File: src/rtl/irqp_pkg.sv
package irqp_pkg;
  localparam int NPAIR = 5;
  localparam int NGRP  = NPAIR + 1;
  localparam int NSRC  = 2 * NPAIR + 1;
  localparam int CMB   = NSRC - 1;
  localparam int NSUB  = 2;
  localparam int NLVL  = 4;
  localparam int LVLW  = $clog2(NLVL);
  localparam int VECW  = $clog2(NSRC);
  localparam int REGW  = 16;
  localparam int ADRW  = 3;

  localparam logic [ADRW-1:0] A_EN     = 3'd0;
  localparam logic [ADRW-1:0] A_IPLO   = 3'd1;
  localparam logic [ADRW-1:0] A_IPHI   = 3'd2;
  localparam logic [ADRW-1:0] A_FLAG   = 3'd3;
  localparam logic [ADRW-1:0] A_SUBEN  = 3'd4;
  localparam logic [ADRW-1:0] A_SUBFLG = 3'd5;

  typedef logic [LVLW-1:0] lvl_t;
  typedef logic [VECW-1:0] vec_t;

  function automatic int unsigned grp_of(int unsigned s);
    if (s < NPAIR) return s;
    else if (s < 2 * NPAIR) return s - NPAIR;
    return NPAIR;
  endfunction

  // Polling rank r (0 = first polled) to source index.
  function automatic int unsigned src_at_rank(int unsigned r);
    if (r >= 2 * NPAIR) return CMB;
    return (r % 2 == 0) ? (r / 2) : (NPAIR + r / 2);
  endfunction

  function automatic lvl_t level_of(int unsigned s, logic [NGRP-1:0] lo, logic [NGRP-1:0] hi);
    int unsigned g;
    g = grp_of(s);
    return {hi[g], lo[g]};
  endfunction

  function automatic logic [NLVL-1:0] top_bit(logic [NLVL-1:0] a);
    logic [NLVL-1:0] r;
    r = '0;
    for (int i = 0; i < NLVL; i++) if (a[i]) r = NLVL'(1) << i;
    return r;
  endfunction

  function automatic lvl_t top_index(logic [NLVL-1:0] a);
    lvl_t r;
    r = '0;
    for (int i = 0; i < NLVL; i++) if (a[i]) r = lvl_t'(i);
    return r;
  endfunction
endpackage

File: src/rtl/irqp_regs.sv
module irqp_regs
  import irqp_pkg::*;
(
  input  logic              clk,
  input  logic              rst_n,
  input  logic              wr_en,
  input  logic [ADRW-1:0]   wr_addr,
  input  logic [REGW-1:0]   wr_data,
  input  logic [ADRW-1:0]   rd_addr,
  output logic [REGW-1:0]   rd_data,
  input  logic [NSRC-2:0]   src_evt,
  input  logic [NSUB-1:0]   sub_evt,
  input  logic              ack_fire,
  input  vec_t              ack_vec,
  output logic [NSRC-1:0]   flags,
  output logic [NSRC-1:0]   src_en,
  output logic              glob_en,
  output logic [NGRP-1:0]   ip_lo,
  output logic [NGRP-1:0]   ip_hi
);
  localparam vec_t CMB_V = vec_t'(CMB);

  logic [NSUB-1:0] sub_en, sub_flag, sub_clr;
  logic [NSRC-1:0] flag_set, flag_clr, ack_clr;
  logic            wr_flag, ack_evt, cmb_raise;

  assign wr_flag   = wr_en && (wr_addr == A_FLAG);
  assign sub_clr   = (wr_en && wr_addr == A_SUBFLG) ? wr_data[NSUB-1:0] : '0;
  assign cmb_raise = |(sub_flag & sub_en);
  assign flag_set  = {cmb_raise, src_evt};
  assign ack_evt   = (ack_vec < CMB_V) ? src_evt[ack_vec] : 1'b0;

  always_comb begin
    ack_clr = '0;
    for (int s = 0; s < CMB; s++) ack_clr[s] = ack_fire && (ack_vec == vec_t'(s));
    flag_clr = ack_clr | (wr_flag ? wr_data[NSRC-1:0] : '0);
  end

  always_ff @(posedge clk) begin
    if (!rst_n) begin
      src_en <= '0; glob_en <= 1'b0; ip_lo <= '0; ip_hi <= '0;
      sub_en <= '0; sub_flag <= '0; flags <= '0;
    end else begin
      if (wr_en && wr_addr == A_EN) begin
        src_en  <= wr_data[NSRC-1:0];
        glob_en <= wr_data[REGW-1];
      end
      if (wr_en && wr_addr == A_IPLO)  ip_lo  <= wr_data[NGRP-1:0];
      if (wr_en && wr_addr == A_IPHI)  ip_hi  <= wr_data[NGRP-1:0];
      if (wr_en && wr_addr == A_SUBEN) sub_en <= wr_data[NSUB-1:0];
      sub_flag <= (sub_flag & ~sub_clr) | sub_evt;
      flags    <= (flags & ~flag_clr) | flag_set;
    end
  end

  always_comb begin
    rd_data = '0;
    case (rd_addr)
      A_EN:     begin rd_data[NSRC-1:0] = src_en; rd_data[REGW-1] = glob_en; end
      A_IPLO:   rd_data[NGRP-1:0] = ip_lo;
      A_IPHI:   rd_data[NGRP-1:0] = ip_hi;
      A_FLAG:   rd_data[NSRC-1:0] = flags;
      A_SUBEN:  rd_data[NSUB-1:0] = sub_en;
      A_SUBFLG: rd_data[NSUB-1:0] = sub_flag;
      default:  rd_data = '0;
    endcase
  end

  // acknowledging a direct source drops its flag unless a new event lands
  p_ack_clear_r7: assert property (@(posedge clk) disable iff (!rst_n)
    (ack_fire && ack_vec != CMB_V && !ack_evt) |=> !flags[$past(ack_vec)]);
  // the combined flag survives everything but a software clear
  p_cmb_sticky_r8: assert property (@(posedge clk) disable iff (!rst_n)
    (flags[CMB] && !(wr_flag && wr_data[CMB])) |=> flags[CMB]);
  // sub-flags survive acknowledges
  p_sub_sticky_r8: assert property (@(posedge clk) disable iff (!rst_n)
    (sub_flag[0] && sub_clr[0] == 1'b0) |=> sub_flag[0]);
endmodule

File: src/rtl/irqp_arb.sv
module irqp_arb
  import irqp_pkg::*;
(
  input  logic [NSRC-1:0] elig,
  input  logic [NGRP-1:0] ip_lo,
  input  logic [NGRP-1:0] ip_hi,
  output logic            win_valid,
  output vec_t            win_vec,
  output lvl_t            win_lvl
);
  always_comb begin
    int unsigned s;
    lvl_t l;
    win_valid = 1'b0;
    win_vec   = '0;
    win_lvl   = '0;
    // Scan from the last-polled rank back to the first; ">=" lets earlier ranks win ties.
    for (int r = NSRC - 1; r >= 0; r--) begin
      s = src_at_rank(int'(r));
      l = level_of(s, ip_lo, ip_hi);
      if (elig[s] && (!win_valid || l >= win_lvl)) begin
        win_valid = 1'b1;
        win_vec   = vec_t'(s);
        win_lvl   = l;
      end
    end
  end
endmodule

File: src/rtl/irqp_nest.sv
module irqp_nest
  import irqp_pkg::*;
(
  input  logic            clk,
  input  logic            rst_n,
  input  logic            push,
  input  lvl_t            push_lvl,
  input  logic            pop,
  output logic            any_act,
  output lvl_t            cur_lvl
);
  logic [NLVL-1:0] act, act_nx;

  always_comb begin
    act_nx = pop ? (act & ~top_bit(act)) : act;
    if (push) act_nx = act_nx | (NLVL'(1) << push_lvl);
  end

  always_ff @(posedge clk) begin
    if (!rst_n) act <= '0;
    else        act <= act_nx;
  end

  assign any_act = |act;
  assign cur_lvl = top_index(act);

  // a level can only be entered above everything already active
  p_push_above_r9: assert property (@(posedge clk) disable iff (!rst_n)
    push |-> (!any_act || push_lvl > cur_lvl));
  // a lone return retires exactly one level
  p_pop_one_r9: assert property (@(posedge clk) disable iff (!rst_n)
    (pop && !push && any_act) |=> ($countones(act) + 1 == $countones($past(act))));
endmodule

File: src/rtl/irqp_ctrl.sv
module irqp_ctrl
  import irqp_pkg::*;
(
  input  logic            clk,
  input  logic            rst_n,
  input  logic            cfg_we,
  input  logic [2:0]      cfg_waddr,
  input  logic [15:0]     cfg_wdata,
  input  logic [2:0]      cfg_raddr,
  output logic [15:0]     cfg_rdata,
  input  logic [9:0]      src_evt,
  input  logic [1:0]      sub_evt,
  output logic            irq_req,
  output logic [3:0]      irq_vec,
  input  logic            irq_ack,
  input  logic            irq_ret
);
  logic [NSRC-1:0] flags, src_en, pend, elig;
  logic [NGRP-1:0] ip_lo, ip_hi;
  logic            glob_en, ack_fire, win_valid, any_act;
  logic            req_q;
  vec_t            vec_q, win_vec;
  lvl_t            lvl_q, win_lvl, cur_lvl;

  assign ack_fire = irq_ack && req_q;

  irqp_regs u_regs (
    .clk(clk), .rst_n(rst_n), .wr_en(cfg_we), .wr_addr(cfg_waddr), .wr_data(cfg_wdata),
    .rd_addr(cfg_raddr), .rd_data(cfg_rdata), .src_evt(src_evt), .sub_evt(sub_evt),
    .ack_fire(ack_fire), .ack_vec(vec_q), .flags(flags), .src_en(src_en),
    .glob_en(glob_en), .ip_lo(ip_lo), .ip_hi(ip_hi)
  );

  always_comb begin
    for (int s = 0; s < NSRC; s++) begin
      pend[s] = flags[s] && src_en[s] && glob_en;
      elig[s] = pend[s] && (!any_act || level_of(s, ip_lo, ip_hi) > cur_lvl);
    end
  end

  irqp_arb u_arb (
    .elig(elig), .ip_lo(ip_lo), .ip_hi(ip_hi),
    .win_valid(win_valid), .win_vec(win_vec), .win_lvl(win_lvl)
  );

  irqp_nest u_nest (
    .clk(clk), .rst_n(rst_n), .push(ack_fire), .push_lvl(lvl_q), .pop(irq_ret),
    .any_act(any_act), .cur_lvl(cur_lvl)
  );

  always_ff @(posedge clk) begin
    if (!rst_n) begin
      req_q <= 1'b0; vec_q <= '0; lvl_q <= '0;
    end else if (!req_q) begin
      req_q <= win_valid; vec_q <= win_vec; lvl_q <= win_lvl;
    end else if (irq_ack) begin
      req_q <= 1'b0;
    end
  end

  assign irq_req = req_q;
  assign irq_vec = vec_q;

  // the presented request does not move until it is acknowledged
  p_vec_hold_r6: assert property (@(posedge clk) disable iff (!rst_n)
    (req_q && !irq_ack) |=> (req_q && $stable(vec_q) && $stable(lvl_q)));
  // no request is raised while the global enable was off
  p_gen_gate_r3: assert property (@(posedge clk) disable iff (!rst_n)
    $rose(req_q) |-> $past(glob_en));
  // a freshly raised vector was pending in the arbitration cycle
  p_win_pending_r3: assert property (@(posedge clk) disable iff (!rst_n)
    $rose(req_q) |-> |($past(pend) & (NSRC'(1) << vec_q)));
  // an acknowledge drops the request for at least one cycle
  p_ack_drop_r9: assert property (@(posedge clk) disable iff (!rst_n)
    ack_fire |=> !req_q);
endmodule

File: config.mk
export PLATFORM = sky130hd
export DESIGN_NAME = irqp_ctrl
export DESIGN_NICKNAME = d
export VERILOG_FILES = /design/src/rtl/irqp_pkg.sv /design/src/rtl/irqp_regs.sv /design/src/rtl/irqp_arb.sv /design/src/rtl/irqp_nest.sv /design/src/rtl/irqp_ctrl.sv
export SDC_FILE = /design/constraint.sdc
export NUM_CORES = 1
export LEC_CHECK = 0
export ABC_AREA = 1
export BUFFER_PORTS_ARGS = -buffer_cell sky130_fd_sc_hd__buf_2
export CAP_MARGIN = 30
export CORE_UTILIZATION = 55
export DETAILED_ROUTE_END_ITERATION = 8
export GPL_TIMING_DRIVEN = 1
export PLACE_DENSITY_LB_ADDON = 0.08
export REMOVE_ABC_BUFFERS = 1
export SKIP_CTS_REPAIR_TIMING = 1
export SKIP_LAST_GASP = 1
export SYNTH_ARGS = -nofsm -noshare
export SYNTH_HDL_FRONTEND = slang
export SYNTH_HIERARCHICAL = 1
export SYNTH_SLANG_ARGS = --single-unit
File: constraint.sdc
create_clock -name clk -period 21.1 [get_ports clk]
set_input_delay 2.11 -clock clk [delete_from_list [all_inputs] [get_ports clk]]
set_output_delay 2.11 -clock clk [all_outputs]
set_load 0.02 [all_outputs]
# Yosys cells after proc, flatten, opt, wreduce, memory -nomap -nowiden
# Cells that the tools add are included.
[word_totals] out_inout_bits=21 elab_cells=200 regBits=50 inputBits=39
[classes] n_reduce_logical=92 n_bitwise=11 eq_ne=19 n_mux=50 magnitude_cmp=16 shift=1
[ops] cell="$logic_and A1 B1 Y1" count=60
[ops] cell="$mux W4" count=14
[ops] cell="$mux W2" count=15
[ops] cell="$ge A2 B2 Y1" count=10
[ops] cell="$eq A4 B3 Y1 const B" count=4
[ops] cell="$logic_or A1 B1 Y1" count=16
[ops] cell="$mux W1" count=16
[ops] cell="$pmux W4 S4" count=1
[ops] cell="$eq A3 B2 Y1 const B" count=4
[ops] cell="$eq A3 B3 Y1 const B" count=4
[ops] cell="$gt A2 B2 Y1" count=6
[ops] cell="$pmux W2 S6" count=1
[ops] cell="$and A11 B11 Y11" count=1
[ops] cell="$logic_not A1 Y1" count=11
[ops] cell="$mux W11" count=1
[ops] cell="$not A11 Y11" count=1
[ops] cell="$or A10 B11 Y11" count=1
[ops] cell="$or A11 B11 Y11" count=1
[ops] cell="$pmux W5 S2" count=1
[ops] cell="$eq A4 B2 Y1 const B" count=2
[ops] cell="$eq A4 B4 Y1 const B" count=2
[ops] cell="$eq A3 B1 Y1 const B" count=2
[ops] cell="$logic_not A3 Y1" count=2
[ops] cell="$and A2 B2 Y2" count=2
[ops] cell="other kinds (11)" count=11

# Longest topological paths before layout
[depth] word_depth=48 ltp_mapped=88 depth_no_buf=88

# Hierarchy
# Netlist, hierarchy kept.
[modules_own_cells] mod="irqp_regs" instances=1 seq_area_each_um2=780.7 cells_each=279 area_per_inst_um2=1906.8
[modules_own_cells] mod="irqp_arb" instances=1 seq_area_each_um2=0.0 cells_each=181 area_per_inst_um2=1132.3
[modules_own_cells] mod="irqp_ctrl" instances=1 seq_area_each_um2=140.1 cells_each=109 area_per_inst_um2=673.1
[modules_own_cells] mod="irqp_nest" instances=1 seq_area_each_um2=80.1 cells_each=30 area_per_inst_um2=195.2

# Worst setup path before layout
# Ideal clock, no wire load.
[synth_path] path_kind="flip-flop to flip-flop" start="register u_nest.act[1]" end="register vec_q[3] (netlist: irq_vec[3])" arrival_time_ns=10.270 path_stages_with_launch=81 slack_ns=10.765 path_buffers=0 period_less_slack_ns=10.335 setup_time_ns=0.065 path_cell_list="dfxtp_1 inv_1 o21ai_0 ha_1 nand2_1 nand2_1 a21oi_1 nand2_1 inv_1 ha_1 inv_1 nand2_1 nand2_1 nand2_1 nand2_2 nand2_1 o21ai_2 ha_1 [... 45 more ...] inv_1 nand2_1 nand2_1 ha_1 o21ai_0 or3b_1 nand2_2 nand3_2 and2_1 ha_1 o21ai_0 a31oi_4 inv_2 nand2_1 nor3_1 and3_1 o21ai_0 nor2_1"
[synth_via] elab_chain_cells=47
[synth_rtl] element="start: declaration" line="irqp_nest.sv:12" text="logic [NLVL-1:0] act, act_nx;"
[synth_rtl] element="start signal: assignment" line="irqp_nest.sv:21" text="else act <= act_nx;"
[synth_rtl] element="$mux W1 *" line="irqp_pkg.sv:51" text="for (int i = 0; i < NLVL; i++) if (a[i]) r = lvl_t'(i);"
[synth_rtl] element="$mux W2 * (2 in a row)" line="irqp_pkg.sv:51"
[synth_rtl] element="via cur_lvl[0]" line="irqp_ctrl.sv:23" text="lvl_t lvl_q, win_lvl, cur_lvl;"
[synth_rtl] element="$gt A2 B2 Y1 *" line="irqp_ctrl.sv:37" text="elig[s] = pend[s] && (!any_act || level_of(s, ip_lo, ip_hi) > cur_lvl);"
[synth_rtl] element="$logic_or A1 B1 Y1 *" line="irqp_ctrl.sv:37"
[synth_rtl] element="$logic_and A1 B1 Y1 *" line="irqp_ctrl.sv:37"
[synth_rtl] element="via elig[10]" line="irqp_ctrl.sv:18" text="logic [NSRC-1:0] flags, src_en, pend, elig;"
[synth_rtl] element="$mux W2 / $mux W1 (equally long branches)" line="irqp_arb.sv:21" text="if (elig[s] && (!win_valid || l >= win_lvl)) begin"
[synth_rtl] element="[... 33 more ...]"
[synth_rtl] element="$logic_or A1 B1 Y1" line="irqp_arb.sv:21"
[synth_rtl] element="$logic_and A1 B1 Y1" line="irqp_arb.sv:21"
[synth_rtl] element="$mux W2 / $mux W1 (equally long branches)" line="irqp_arb.sv:21"
[synth_rtl] element="$ge A2 B2 Y1 / $logic_not A1 Y1 (equally long branches)" line="irqp_arb.sv:21"
[synth_rtl] element="$logic_or A1 B1 Y1" line="irqp_arb.sv:21"
[synth_rtl] element="$logic_and A1 B1 Y1" line="irqp_arb.sv:21"
[synth_rtl] element="$mux W4 *" line="irqp_arb.sv:21"
[synth_rtl] element="via win_vec[3]" line="irqp_ctrl.sv:22" text="vec_t vec_q, win_vec;"
[synth_rtl] element="end signal: assignment" line="irqp_ctrl.sv:55" text="req_q <= win_valid; vec_q <= win_vec; lvl_q <= win_lvl;"
[synth_rtl] element="end: declaration" line="irqp_ctrl.sv:22"
# Mark *: on every way through the listed nets, which the timed path passes. The rest lies on a longest branch.
# A chain may end at the register's enable or synchronous reset.

# Worst setup path after layout
[layout_path] start="register u_nest.act[3]" end="register vec_q[3] (netlist: irq_vec[3])"
[layout_via] elab_chain_cells=45
[layout_rtl] element="$mux W2 *" line="irqp_pkg.sv:51"
[layout_rtl] element="via cur_lvl[1]" line="irqp_ctrl.sv:23"
[layout_rtl] element="$gt A2 B2 Y1 *" line="irqp_ctrl.sv:37"
[layout_rtl] element="$logic_or A1 B1 Y1 *" line="irqp_ctrl.sv:37"
[layout_rtl] element="$logic_and A1 B1 Y1 *" line="irqp_ctrl.sv:37"
[layout_rtl] element="via elig[10]" line="irqp_ctrl.sv:18"
[layout_rtl] element="$mux W2 / $mux W1 (equally long branches)" line="irqp_arb.sv:21"
[layout_rtl] element="$ge A2 B2 Y1 / $logic_not A1 Y1 (equally long branches)" line="irqp_arb.sv:21"
[layout_rtl] element="[... 32 more ...]"
[layout_rtl] element="$logic_or A1 B1 Y1" line="irqp_arb.sv:21"
[layout_rtl] element="$logic_and A1 B1 Y1" line="irqp_arb.sv:21"
[layout_rtl] element="$mux W2 / $mux W1 (equally long branches)" line="irqp_arb.sv:21"
[layout_rtl] element="$ge A2 B2 Y1 / $logic_not A1 Y1 (equally long branches)" line="irqp_arb.sv:21"
[layout_rtl] element="$logic_or A1 B1 Y1" line="irqp_arb.sv:21"
[layout_rtl] element="$logic_and A1 B1 Y1" line="irqp_arb.sv:21"
[layout_rtl] element="$mux W4 *" line="irqp_arb.sv:21"
[layout_rtl] element="via win_vec[3]" line="irqp_ctrl.sv:22"
# Marks and branches as above.

==> flow_summary.json <==
{
  "synth_seq_area_share_pct": 25.6,
  "switchingPower_mw": 0.0528,
  "gr-usage-met2_pct": 49.1,
  "die_h_um": 86.3,
  "grt_pass1_vias": 3576,
  "rsz0062_at_grt": "false",
  "met3_usage_pct": 3.43,
  "crit_top_cell": "nand2_1",
  "drc": 0,
  "nets": 716,
  "gp_congestion": 0.882,
  "die_w_um": 86.3,
  "hpwlAfterDp_um": 7780,
  "final_common_cell": "nand2_1",
  "drive_gt1_share_pct": 18.5,
  "final_cell_mix": "113 x nand2_1, 86 x inv_1, 78 x nor2_1, 60 x nand3_1, 52 x buf_2",
  "multi_input_area_um2": 2450,
  "p_leak_nw": 2.17,
  "startpoint_type": "register",
  "clock_skew_ns": 0.0107,
  "clk_path_buf_depth": 2,
  "path_class": "reg2reg",
  "finalPower_mw": 0.187,
  "p_int_mw": 0.134,
  "numCtsBuffers": 5,
  "grtUsageTotal_pct": 28.4,
  "p_comb_share_pct": 13.6,
  "first_pass_iters": 5,
  "initial_core_util_pct": 57.2,
  "drt-wirelength-per-cell_um": 13.5,
  "finalSetupViolations": 0,
  "drv_cap": 0,
  "clk_pin_slew_ns": 0.09,
  "synth_area_um2": 3910,
  "root_buffer": "clkbuf_8",
  "crit_fanout": 8,
  "slew-limit-headroom_pct": 40.8,
  "clkPwrFrac_pct": 31.9,
  "area_growth_pct": 9.80,
  "final_max_slew_viol_count": 0,
  "p_sw_share_pct": 28.2,
  "hold_class": "reg2reg",
  "wirelength_um": 10100,
  "synth_seq_cells": 50,
  "syn_area_per_cell_um2": 6.52,
  "antennaDiodeCount": 0,
  "vias": 4019,
  "finalCriticalPeriod_ns": 11.42,
  "worst_pin_slew_ns": 0.881,
  "slowest_stage": "or3b_1",
  "cts_tree": "done",
  "core_area_um2": 6830,
  "gr-max-usage-layer": "met2",
  "fin_crit_sh_pct": 54.1,
  "regArea_um2": 1000,
  "critPathArrivalTime_ns": 11.67,
  "dieArea_um2": 7450,
  "htree_levels": 2,
  "antenna_found_initial": 0,
  "fmax_mhz": 87.6,
  "cp.required_ns": 21.34,
  "max-vdd-ir-drop_mv": 0.0331,
  "finalSetupTns_ns": 0,
  "p_per_area_nw_per_um2": 43.5,
  "grt_pass1_wl_um": 16500,
  "grt_use_met1_pct": 37.9,
  "netlist_instances": 599,
  "status": "completed",
  "finalHoldViolations": 0,
  "drt_iter0_markers": 297,
  "grt_max_degree": 35,
  "clock_latency_ns": 0.31,
  "ios": 60,
  "ys_types": 38,
  "clock_sinks": 50,
  "vias_per_cell": 5.40,
  "ant_nets": 0,
  "fillers": 684,
  "portBuffers": 51,
  "yosys_warnings": 6,
  "pwr-share-seq_pct": 54.5,
  "num_rows": 30,
  "overflow": 0,
  "end_kind": "register",
  "slowest_delay_ns": 0.40
}
==> synth_stat cells (all sizes together) <==
cell / instances / area share [%]
nand2: 132 / 15
inv: 95 / 9.1
nor2: 90 / 9.7
nand3: 70 / 10
dfxtp: 50 / 26
o21ai: 47 / 6.4
a21oi: 36 / 4.7
ha: 30 / 9.6
buf: 12 / 2.6
nand4: 9 / 1.4
a22o: 5 / 1.1
and2: 3 / 0.51
clkbuf: 3 / 0.29
nand3b: 3 / 0.90
nor3: 3 / 0.51
a22oi: 2 / 0.38
and3: 2 / 0.32
or2: 2 / 0.38
a31oi: 1 / 0.54
a41oi: 1 / 0.22
conb: 1 / 0.096
o31ai: 1 / 0.19
or3b: 1 / 0.22
==> power groups by stage <==
| stage | combinational, mW | sequential, mW | clock (mW) |
|---|---|---|---|
| final | 0.0254 | 0.102 | 0.0595 |
| after global placement | 0.0244 | 0.104 | 0 |
| after detailed placement | 0.0251 | 0.104 | 0 |
| after global routing | 0.0285 | 0.102 | 0.0648 |
| after CTS | 0.0252 | 0.102 | 0.0606 |
| after floorplan | 0.0151 | 0.103 | 0 |
==> sequential cells by signal, indices dropped and copies added (netlist names), 4 cells and up <==
register / cells
u_regs/ip_lo: 6
u_regs/flags: 11
irq_vec: 4
u_nest/act: 4
u_regs/src_en: 11
u_regs/ip_hi: 6
==> cells by family (layout without fill, tap and decap cells) <==
family          count (synthesis)  count (layout)  synth area share [%]
compound gates                 93              93                  13.6
simple gates                  315             315                  39.1
other cells                     1               4                0.0960
flops                          50              50                  25.6
fa+ha+maj                      30              30                  9.61
buf+inv                       110             156                  12.0
==> cell type report <==
class / instances / share of cell area, %
clock buffers: 7 / 2.01
clock inverters: 1 / 0.204
inverters: 95 / 8.31
multi-input cells: 442 / 57.1
flip-flops and latches: 50 / 23.3
well taps: 96 / 2.80
repair buffers: 53 / 6.24
==> routing by layer <==
layer  share of wire (%)  vias to the layer above
met1                  44                     1832
met2                  47                      143
li1                    -                     2030
met4                 1.2                        0
met5                   0                        -
met3                 6.9                       14
==> worst max-delay path: cells and delay by family, from the launching register on <==
family / cells / cell delay (ns)
simple gates: 45 / 4.75
buf+inv: 10 / 0.79
flops: 1 / 0.38
fa+ha+maj: 11 / 2.85
compound gates: 16 / 2.59
==> path summary, 6_finish.rpt <==
path	from	end	slack, ns	cells after the start
max	u_nest/act[3]	irq_vec[3]	9.68	82
min	u_nest/act[0]	u_nest/act[0]	0.49	2
max reg2reg	u_nest/act[3]	irq_vec[3]	9.68	82
min reg2reg	u_nest/act[0]	u_nest/act[0]	0.49	2
==> per-stage QoR <==
stage / utilization, % / hold slack, ns / worst slack [ns] / std cells / area [um2]
after CTS: 62.8 / 0.485 / 9.59 / 744 / 4290
after global routing: 62.8 / 0.515 / 8.60 / 744 / 4290
after floorplan: - / 0.439 / 10.76 / 587 / 3810
after global placement: 61.3 / 0.460 / 9.34 / 735 / 4190
after detailed placement: 61.4 / 0.471 / 9.64 / 736 / 4200
final: 62.8 / 0.486 / 9.68 / 744 / 4290
Power figures use the tool's default switching activity.
